==> config.mk <==
export PLATFORM = sky130hd
export DESIGN_NAME = gpio_irq_bank
export DESIGN_NICKNAME = d
export VERILOG_FILES = /design/src/rtl/gpio_irq_pkg.sv /design/src/rtl/gib_sync.sv /design/src/rtl/gib_detect.sv /design/src/rtl/gib_regs.sv /design/src/rtl/gpio_irq_bank.sv
export SDC_FILE = /design/constraint.sdc
export NUM_CORES = 1
export LEC_CHECK = 0
export ABC_CLOCK_PERIOD_IN_PS = 2500
export BUFFER_PORTS_ARGS = -buffer_cell sky130_fd_sc_hd__buf_2
export CAP_MARGIN = 20
export CORE_AREA = 4 4 221 115
export CTS_CLUSTER_SIZE = 16
export DETAILED_ROUTE_END_ITERATION = 16
export DIE_AREA = 0 0 225 119
export GPL_ROUTABILITY_DRIVEN = 0
export PLACE_DENSITY = 0.66
export SKIP_CTS_REPAIR_TIMING = 1
export SYNTH_ARGS = -nofsm -noshare
export SYNTH_HDL_FRONTEND = slang
export SYNTH_SLANG_ARGS = --single-unit
==> constraint.sdc <==
create_clock -name clk -period 2.5 [get_ports clk]
set_input_delay 0.75 -clock clk [delete_from_list [all_inputs] [get_ports clk]]
set_output_delay 0.75 -clock clk [all_outputs]
set_load 0.02 [all_outputs]
==> src/rtl/gpio_irq_pkg.sv <==
package gpio_irq_pkg;
  // Register index = paddr[5:2]; widths of the decode field
  localparam int unsigned REG_IDX_W = 4;
  localparam int unsigned REG_IDX_LSB = 2;

  typedef enum logic [REG_IDX_W-1:0] {
    RG_DATA  = 4'd0,
    RG_MASK  = 4'd1,
    RG_DIR   = 4'd2,
    RG_SENSE = 4'd3,
    RG_BOTH  = 4'd4,
    RG_POL   = 4'd5,
    RG_IEN   = 4'd6,
    RG_RAW   = 4'd7,
    RG_MSTAT = 4'd8,
    RG_CLR   = 4'd9
  } reg_sel_e;
endpackage

==> src/rtl/gib_sync.sv <==
module gib_sync #(
  parameter int unsigned W      = 16,
  parameter int unsigned STAGES = 2
) (
  input  logic         clk,
  input  logic         rst,
  input  logic [W-1:0] pin_async,
  output logic [W-1:0] cur,
  output logic [W-1:0] prev
);
  logic [W-1:0] chain [STAGES];

  always_ff @(posedge clk) begin
    if (rst) begin
      for (int s = 0; s < STAGES; s++) chain[s] <= '0;
      prev <= '0;
    end else begin
      chain[0] <= pin_async;
      for (int s = 1; s < STAGES; s++) chain[s] <= chain[s-1];
      prev <= chain[STAGES-1];
    end
  end

  assign cur = chain[STAGES-1];
endmodule

==> src/rtl/gib_detect.sv <==
module gib_detect #(
  parameter int unsigned W = 16
) (
  input  logic         clk,
  input  logic         rst,
  input  logic [W-1:0] cur,
  input  logic [W-1:0] prev,
  input  logic [W-1:0] sense,
  input  logic [W-1:0] both,
  input  logic [W-1:0] pol,
  input  logic [W-1:0] clr,
  output logic [W-1:0] lat,
  output logic [W-1:0] raw
);
  for (genvar i = 0; i < W; i++) begin : g_pin
    logic rise, fall, hit;
    assign rise = cur[i] & ~prev[i];
    assign fall = ~cur[i] & prev[i];
    assign hit  = ~sense[i] & (both[i] ? (rise | fall) : (pol[i] ? rise : fall));

    // a new edge wins over a clear in the same cycle
    always_ff @(posedge clk) begin
      if (rst) lat[i] <= 1'b0;
      else     lat[i] <= (lat[i] & ~clr[i]) | hit;
    end

    assign raw[i] = sense[i] ? ~(cur[i] ^ pol[i]) : lat[i];
  end
endmodule

==> src/rtl/gib_regs.sv <==
module gib_regs
  import gpio_irq_pkg::*;
#(
  parameter int unsigned W  = 16,
  parameter int unsigned AW = 6
) (
  input  logic          clk,
  input  logic          rst,
  input  logic          psel,
  input  logic          penable,
  input  logic          pwrite,
  input  logic [AW-1:0] paddr,
  input  logic [W-1:0]  pwdata,
  input  logic [W-1:0]  pin_sync,
  input  logic [W-1:0]  raw,
  output logic [W-1:0]  prdata,
  output logic [W-1:0]  out_q,
  output logic [W-1:0]  dmsk_q,
  output logic [W-1:0]  dir_q,
  output logic [W-1:0]  sense_q,
  output logic [W-1:0]  both_q,
  output logic [W-1:0]  pol_q,
  output logic [W-1:0]  ien_q,
  output logic [W-1:0]  mis,
  output logic [W-1:0]  clr
);
  localparam int unsigned IDX_MSB = REG_IDX_LSB + REG_IDX_W - 1;

  logic [REG_IDX_W-1:0] idx;
  logic                 addr_ok, wr_en, rd_setup;
  logic [W-1:0]         data_view, rd_mux;

  assign idx      = paddr[IDX_MSB:REG_IDX_LSB];
  assign addr_ok  = (paddr[REG_IDX_LSB-1:0] == '0) && ((paddr >> (IDX_MSB + 1)) == '0);
  assign wr_en    = psel & penable & pwrite & addr_ok;
  assign rd_setup = psel & ~penable & ~pwrite;

  assign mis       = raw & ien_q;
  assign data_view = ((dir_q & out_q) | (~dir_q & pin_sync)) & dmsk_q;
  assign clr       = (wr_en && idx == RG_CLR) ? pwdata : '0;

  always_comb begin
    case (idx)
      RG_DATA:  rd_mux = data_view;
      RG_MASK:  rd_mux = dmsk_q;
      RG_DIR:   rd_mux = dir_q;
      RG_SENSE: rd_mux = sense_q;
      RG_BOTH:  rd_mux = both_q;
      RG_POL:   rd_mux = pol_q;
      RG_IEN:   rd_mux = ien_q;
      RG_RAW:   rd_mux = raw;
      RG_MSTAT: rd_mux = mis;
      default:  rd_mux = '0;
    endcase
  end

  always_ff @(posedge clk) begin
    if (rst) begin
      out_q   <= '0;
      dmsk_q  <= '0;
      dir_q   <= '0;
      sense_q <= '0;
      both_q  <= '0;
      pol_q   <= '0;
      ien_q   <= '0;
      prdata  <= '0;
    end else begin
      if (rd_setup) prdata <= addr_ok ? rd_mux : '0;
      if (wr_en) begin
        case (idx)
          RG_DATA:  out_q   <= (out_q & ~dmsk_q) | (pwdata & dmsk_q);
          RG_MASK:  dmsk_q  <= pwdata;
          RG_DIR:   dir_q   <= pwdata;
          RG_SENSE: sense_q <= pwdata;
          RG_BOTH:  both_q  <= pwdata;
          RG_POL:   pol_q   <= pwdata;
          RG_IEN:   ien_q   <= pwdata;
          default:  ;
        endcase
      end
    end
  end
endmodule

==> src/rtl/gpio_irq_bank.sv <==
module gpio_irq_bank
  import gpio_irq_pkg::*;
#(
  parameter int unsigned W           = 16,
  parameter int unsigned ADDR_W      = 6,
  parameter int unsigned SYNC_STAGES = 2
) (
  input  logic              clk,
  input  logic              rst,
  input  logic              psel,
  input  logic              penable,
  input  logic              pwrite,
  input  logic [ADDR_W-1:0] paddr,
  input  logic [W-1:0]      pwdata,
  output logic [W-1:0]      prdata,
  input  logic [W-1:0]      pin_in,
  output logic [W-1:0]      pin_out,
  output logic [W-1:0]      pin_oe,
  output logic              irq
);
  logic [W-1:0] cur, prev, raw, lat, mis, clr;
  logic [W-1:0] out_q, dmsk_q, dir_q, sense_q, both_q, pol_q, ien_q;

  gib_sync #(.W(W), .STAGES(SYNC_STAGES)) u_sync (
    .clk(clk), .rst(rst), .pin_async(pin_in), .cur(cur), .prev(prev)
  );

  gib_detect #(.W(W)) u_detect (
    .clk(clk), .rst(rst), .cur(cur), .prev(prev),
    .sense(sense_q), .both(both_q), .pol(pol_q), .clr(clr),
    .lat(lat), .raw(raw)
  );

  gib_regs #(.W(W), .AW(ADDR_W)) u_regs (
    .clk(clk), .rst(rst), .psel(psel), .penable(penable), .pwrite(pwrite),
    .paddr(paddr), .pwdata(pwdata), .pin_sync(cur), .raw(raw),
    .prdata(prdata), .out_q(out_q), .dmsk_q(dmsk_q), .dir_q(dir_q),
    .sense_q(sense_q), .both_q(both_q), .pol_q(pol_q), .ien_q(ien_q),
    .mis(mis), .clr(clr)
  );

  always_ff @(posedge clk) begin
    if (rst) irq <= 1'b0;
    else     irq <= |mis;
  end

  assign pin_out = out_q;
  assign pin_oe  = dir_q;
endmodule

Yosys cells after proc, flatten, opt, wreduce, memory -nomap -nowiden
Memories as Yosys holds them, arrays and structs flattened. Index checks and enable logic that the tools add are counted.

Register bits after elaboration: 161. Bits in writable memories: 32. Input bits: 43. Output and inout port bits: 49. Logic and storage cells: 314. Memories kept: 1.

Equality and inequality tests: 9. Multiplexer cells: 56. Bitwise gates (word level): 211. Reductions and logical operators: 11.

Memory list: u_sync.chain (depth 2, width 16, rd ports 2, clocked after Yosys merged registers in 0, write ports 2, RTL line gib_sync.sv:11) `logic [W-1:0] chain [STAGES];`.

Operators by type and width (number): case mux 16 bit (9 select lines) (1); AND 16 bit (6); inverter 1 bit (82); AND 1 bit (69); 2-to-1 mux 16 bit (4); 2-to-1 mux 1 bit (51); bitwise OR 1 bit (34); inverter 16 bit (2); bitwise OR 16 bit (2); equality test 4 x 3 -> 1 bit (second input constant) (4); OR reduction 16 bit (1); XOR 1 bit (16); AND reduction 2 bit (7); equality test 4 x 2 -> 1 bit (second input constant) (2); equality test 4 bit (second input constant) (2); equality test 4 x 1 -> 1 bit (second input constant) (1); zero test 4 bit (1); zero test 2 bit (1); logical AND 1 bit (1).

Logic depth before layout (Yosys ltp)
Depth in word-level cells: 8. Gate-level depth with buffers: 9. Depth with buffers taken out: 7.

Hierarchy
From an unflattened synthesis, not the netlist that was laid out.

Cells, all modules: 1007. Area total of the unflattened synthesis: 9512.9 um^2.

Modules (own cells, without submodules): gib_regs (instances 1, cells an instance 673, area each 6214.7 um^2, sequential area each 2562.5 um^2); gib_detect (instances 1, cells an instance 211, area each 1819.2 um^2, sequential area each 320.3 um^2); gib_sync (instances 1, cells an instance 117, area each 1425.1 um^2, sequential area each 960.9 um^2); gpio_irq_bank (instances 1, cells an instance 6, area each 53.8 um^2, sequential area each 20.0 um^2).

Least setup slack after synthesis
No wires, ideal clock.

Path type: input-to-reg. From: in paddr[1]. To: reg u_regs.both_q[10]. Setup time: 0.128 ns. Arrival: 2.102 ns. Data required time: 2.372 ns. Path slack: 0.271 ns. Cell stages on the path: 6. Path buffers: 1. Cell sequence: nor3b_4 > nand3_4 > nor4_4 > buf_6 > mux2i_1 > nor2_1.

Word-level cells in the longest chain between the ends: 3.

RTL lines: from (decl) (RTL line gpio_irq_bank.sv:13) `input logic [ADDR_W-1:0] paddr,`; zero test 2 bit (RTL line gib_regs.sv:34) `assign addr_ok = (paddr[REG_IDX_LSB-1:0] == '0) && ((paddr >> (IDX_MSB + 1)) == '0);`; AND 1 bit (RTL line gib_regs.sv:35) `assign wr_en = psel & penable & pwrite & addr_ok;`; AND reduction 2 bit (no source line); to (signal assigned) (RTL line gib_regs.sv:75) `RG_BOTH: both_q <= pwdata;`; to (decl) (RTL line gib_regs.sv:21) `output logic [W-1:0] both_q,`.

No other way between the ends. A chain may end at the register's enable or synchronous reset.

Worst setup path after layout
From: in paddr[2]. To: reg u_regs.prdata[15].

Word-level cells in the longest chain between the ends: 3. Elaborated cells between the ends (all ways): 11. Classes of those cells: 8 x eq/ne; 2 x mux; 1 x reduce/logical.

RTL lines: equality test 4 bit (tied with other cells) (RTL line gib_regs.sv:43) `case (idx)`; case mux 16 bit (9 select lines) * (RTL line gib_regs.sv:43); 2-to-1 mux 16 bit * (RTL line gib_regs.sv:68) `if (rd_setup) prdata <= addr_ok ? rd_mux : '0;`; to (signal assigned) (RTL line gib_regs.sv:68); to (decl) (RTL line gib_regs.sv:16) `output logic [W-1:0] prdata,`.

Mark *: on every way between the ends. The rest lies on a longest branch, timed or not.

==> impl_metrics.ini <==
[global_route]
antenna_found_initial = 3
grt_pass1_wl_mm = 43.7
grt.total_usage_pct = 21.2
grt_max_degree = 112
grt_pass1_vias = 7249
grt.overflow.total = 0

[routing]
vias = 7868
wl_per_cell_um = 19.7
ant_nets = 0
dr.pass1.iters = 6
route.detailed.drc = 0
wirelength_mm = 28.4
drt_iter0_markers = 941
avgViaCountPerCell = 5.45

[clock_network]
ctsRootBufferMaster = clkbuf_16
cts_htree_levels = 4
clockBufferDepth = 2
cts-buffers-inserted = 17
insertion_delay_ns = 0.45
clk_pin_slew_ns = 0.07
clock-sinks = 193
cts_tree = built

[place]
pre_cts_ws_ns = -0.110
hpwl_mm = 20.1
io_buffers = 91
placed_area_um2 = 10200

[setup_path]
crit_top_cell = buf_4
path_cells = buf_2 -> buf_4 -> nand2_2 -> nor3_1 -> a2111oi_0 -> buf_4 -> o21ai_0
critPathLaunch = paddr[2]
path_buf_inv = 3
worstPathArrival_ns = 2.66
cp-start-kind = primary input
rr_startpoint = u_regs.pol_q[10]$_SDFFE_PP0P_
crit_path_top_delay_cell = nor3_1
worstPathRequired_ns = 2.86
reg2reg_setup_slack_ns = 0.57
critical_path.endpoint_type = register
cpPeakStageDelay_ns = 0.81
crit_family = simple AND/OR/NAND/NOR gates
path_class = primary input to register
worstPathMaxFanout = 16

[die]
initial_core_util_pct = 39.3
die_x_um = 225
fp-row-count = 40
die_area_um2 = 26800
chipHeight_um = 119
core_um2 = 23600
io_pins = 92

[yosys]
yosysMostFrequentCell = dfxtp_1
syn-instance-count = 1032
synth_nets = 1107
ys_seq_area_share_pct = 41.7
async_flop_share_pct = 0
synth_edf_count = 0
synth-main-ff-cell = dfxtp_1
syn_area_per_cell_um2 = 8.98
yosysUniqueCellTypes = 54
synth_common_cells = dfxtp_1 (193), nor2_1 (139), mux2i_1 (113)
ys_top_cells_by_area = dfxtp_1 (42%), mux2i_1 (12%), nor2_1 (5.6%), nand2_1 (4.5%), ha_1 (4.3%)
yosys_warnings = 0
synth_top_cell_by_area = dfxtp_1
synth_top_area_share_pct = 41.7
synth_area_um2 = 9270
synth_seq_cells = 193

[layout]
fin_nets = 1189
areaGrowthSynthToFinish_pct = 16.9
drive_gt1_share_pct = 17.9
final_design_area_no_fill_um2 = 10800

[run]
maxCapViolCount = 0

[timing]
worstMarginPinSlew_ns = 1.05
period_minus_slack_ns = 2.30
finalHoldViolations = 0
max_freq_mhz = 435
slew_headroom_pct = 29.4
maxSlewViolCount = 0
rsz0062_at_grt = no
setup_viol = 0
hold-worst-slack_ns = 0.437
fin_ws_ns = 0.200
skew_ns = 0.00807
fin_crit_sh_pct = 92.0
tns_ns = 0

[status]
status = finished, final reports clean

[worst_hold_path]
hold_class = register to register
min-delay-start = u_sync.chain[0][3]$_SDFF_PP0_

[power_and_ir_drop]
power_density_nw_per_um2 = 590
power_mw = 6.39
p_leak_nw = 3.82
ir_drop_mv = 0.340
## area by class of cell
| class | count | area [um^2] |
|---|---|---|
| Sequential cell | 193 | 3860 |
| Timing Repair Buffer | 135 | 925 |
| Fill cell | 2258 | 12700 |
| Clock buffer | 22 | 474 |
| Antenna cell | 3 | 7.51 |
| Clock inverter | 9 | 131 |
| Inverter | 33 | 124 |
| Multi-Input combinational cell | 734 | 4910 |
| Tap cell | 315 | 394 |
## routing by layer
layer	vias to the layer above	routed length, um	global-route usage [%]
li1	3741	-	-
met1	3743	13700	32.7
met2	340	11100	27.8
met3	42	2920	5.86
met4	2	601	6.65
met5	-	12	0
## cell families (layout without fill, tap and decap cells)
family / Yosys count / after routing / share of synthesized area [%]
AOI/OAI and AO/OA: 186 / 186 / 14.0
xor gates and xnor gates: 16 / 16 / 1.51
adders and majority gates: 32 / 32 / 4.32
buffers and inverters: 105 / 199 / 5.33
DFF: 193 / 193 / 41.7
muxes: 128 / 128 / 14.0
other: 0 / 3 / 0
and+or+nand+nor: 372 / 372 / 19.1
## power by group
group          internal, mW  switching, mW  leakage (nW)
Clock                  1.65           1.22         0.288
Combinational         0.130          0.246          1.96
Sequential             3.12         0.0312          1.56
## path summary, 6_finish.rpt
check	endpoint	cells after the start
worst min register to register	u_sync.chain[0][19]$_SDFF_PP0_	1
worst min-delay path	u_sync.chain[0][19]$_SDFF_PP0_	1
worst max-delay path	u_regs.prdata[15]$_SDFFE_PP0P_	7
worst max register to register	irq$_SDFF_PP0_	5
## flip-flops by register name, summed over array words and instances (netlist names), named ones only
name and cells:
u_regs.ien_q 16, u_sync.prev 16, u_regs.both_q 16, u_regs.dir_q 16, u_detect.lat 16, u_regs.pol_q 16
u_sync.chain 32, u_regs.sense_q 16, irq 1, u_regs.prdata 16, u_regs.dmsk_q 16
## worst reg2reg max path: cells and delay by family, from the launching register on
family | cells | cell delay, ns
AOI/OAI and AO/OA | 2 | 0.56
xor gates and xnor gates | 1 | 0.31
buffers and inverters | 1 | 0.17
DFF | 1 | 0.44
and+or+nand+nor | 1 | 0.24
## per-stage QoR
| stage | utilization [%] | std cells |
|---|---|---|
| after floorplan | - | 1032 |
| after global placement | 43.3 | 1409 |
| after detailed placement | 43.3 | 1409 |
| after CTS | 45.9 | 1440 |
| after global routing | 45.9 | 1443 |
| final | 46.0 | 1444 |
## placed cells by master, fill, tap and decap left out, types with 7 or more instances in the layout
cell type  instances
a2111oi_0          7
a21oi_1           39
a22oi_1           31
ha_1              32
o21ai_1           10
nor2b_1           54
nand3_1           31
buf_12            10
nor2_1           139
a211oi_1          32
nor3_1            10
o22ai_1           16
a221oi_2           8
buf_4             33
nand2_1          110
a21boi_0           8
mux2i_1          113
dfxtp_1          193
buf_2             90
o21ai_0           16
clkbuf_16         17
xnor2_1            8
xor2_1             8
o32ai_1            7
inv_1             33
mux2_2            15
Note: power is estimated with default switching activity, not from simulation.
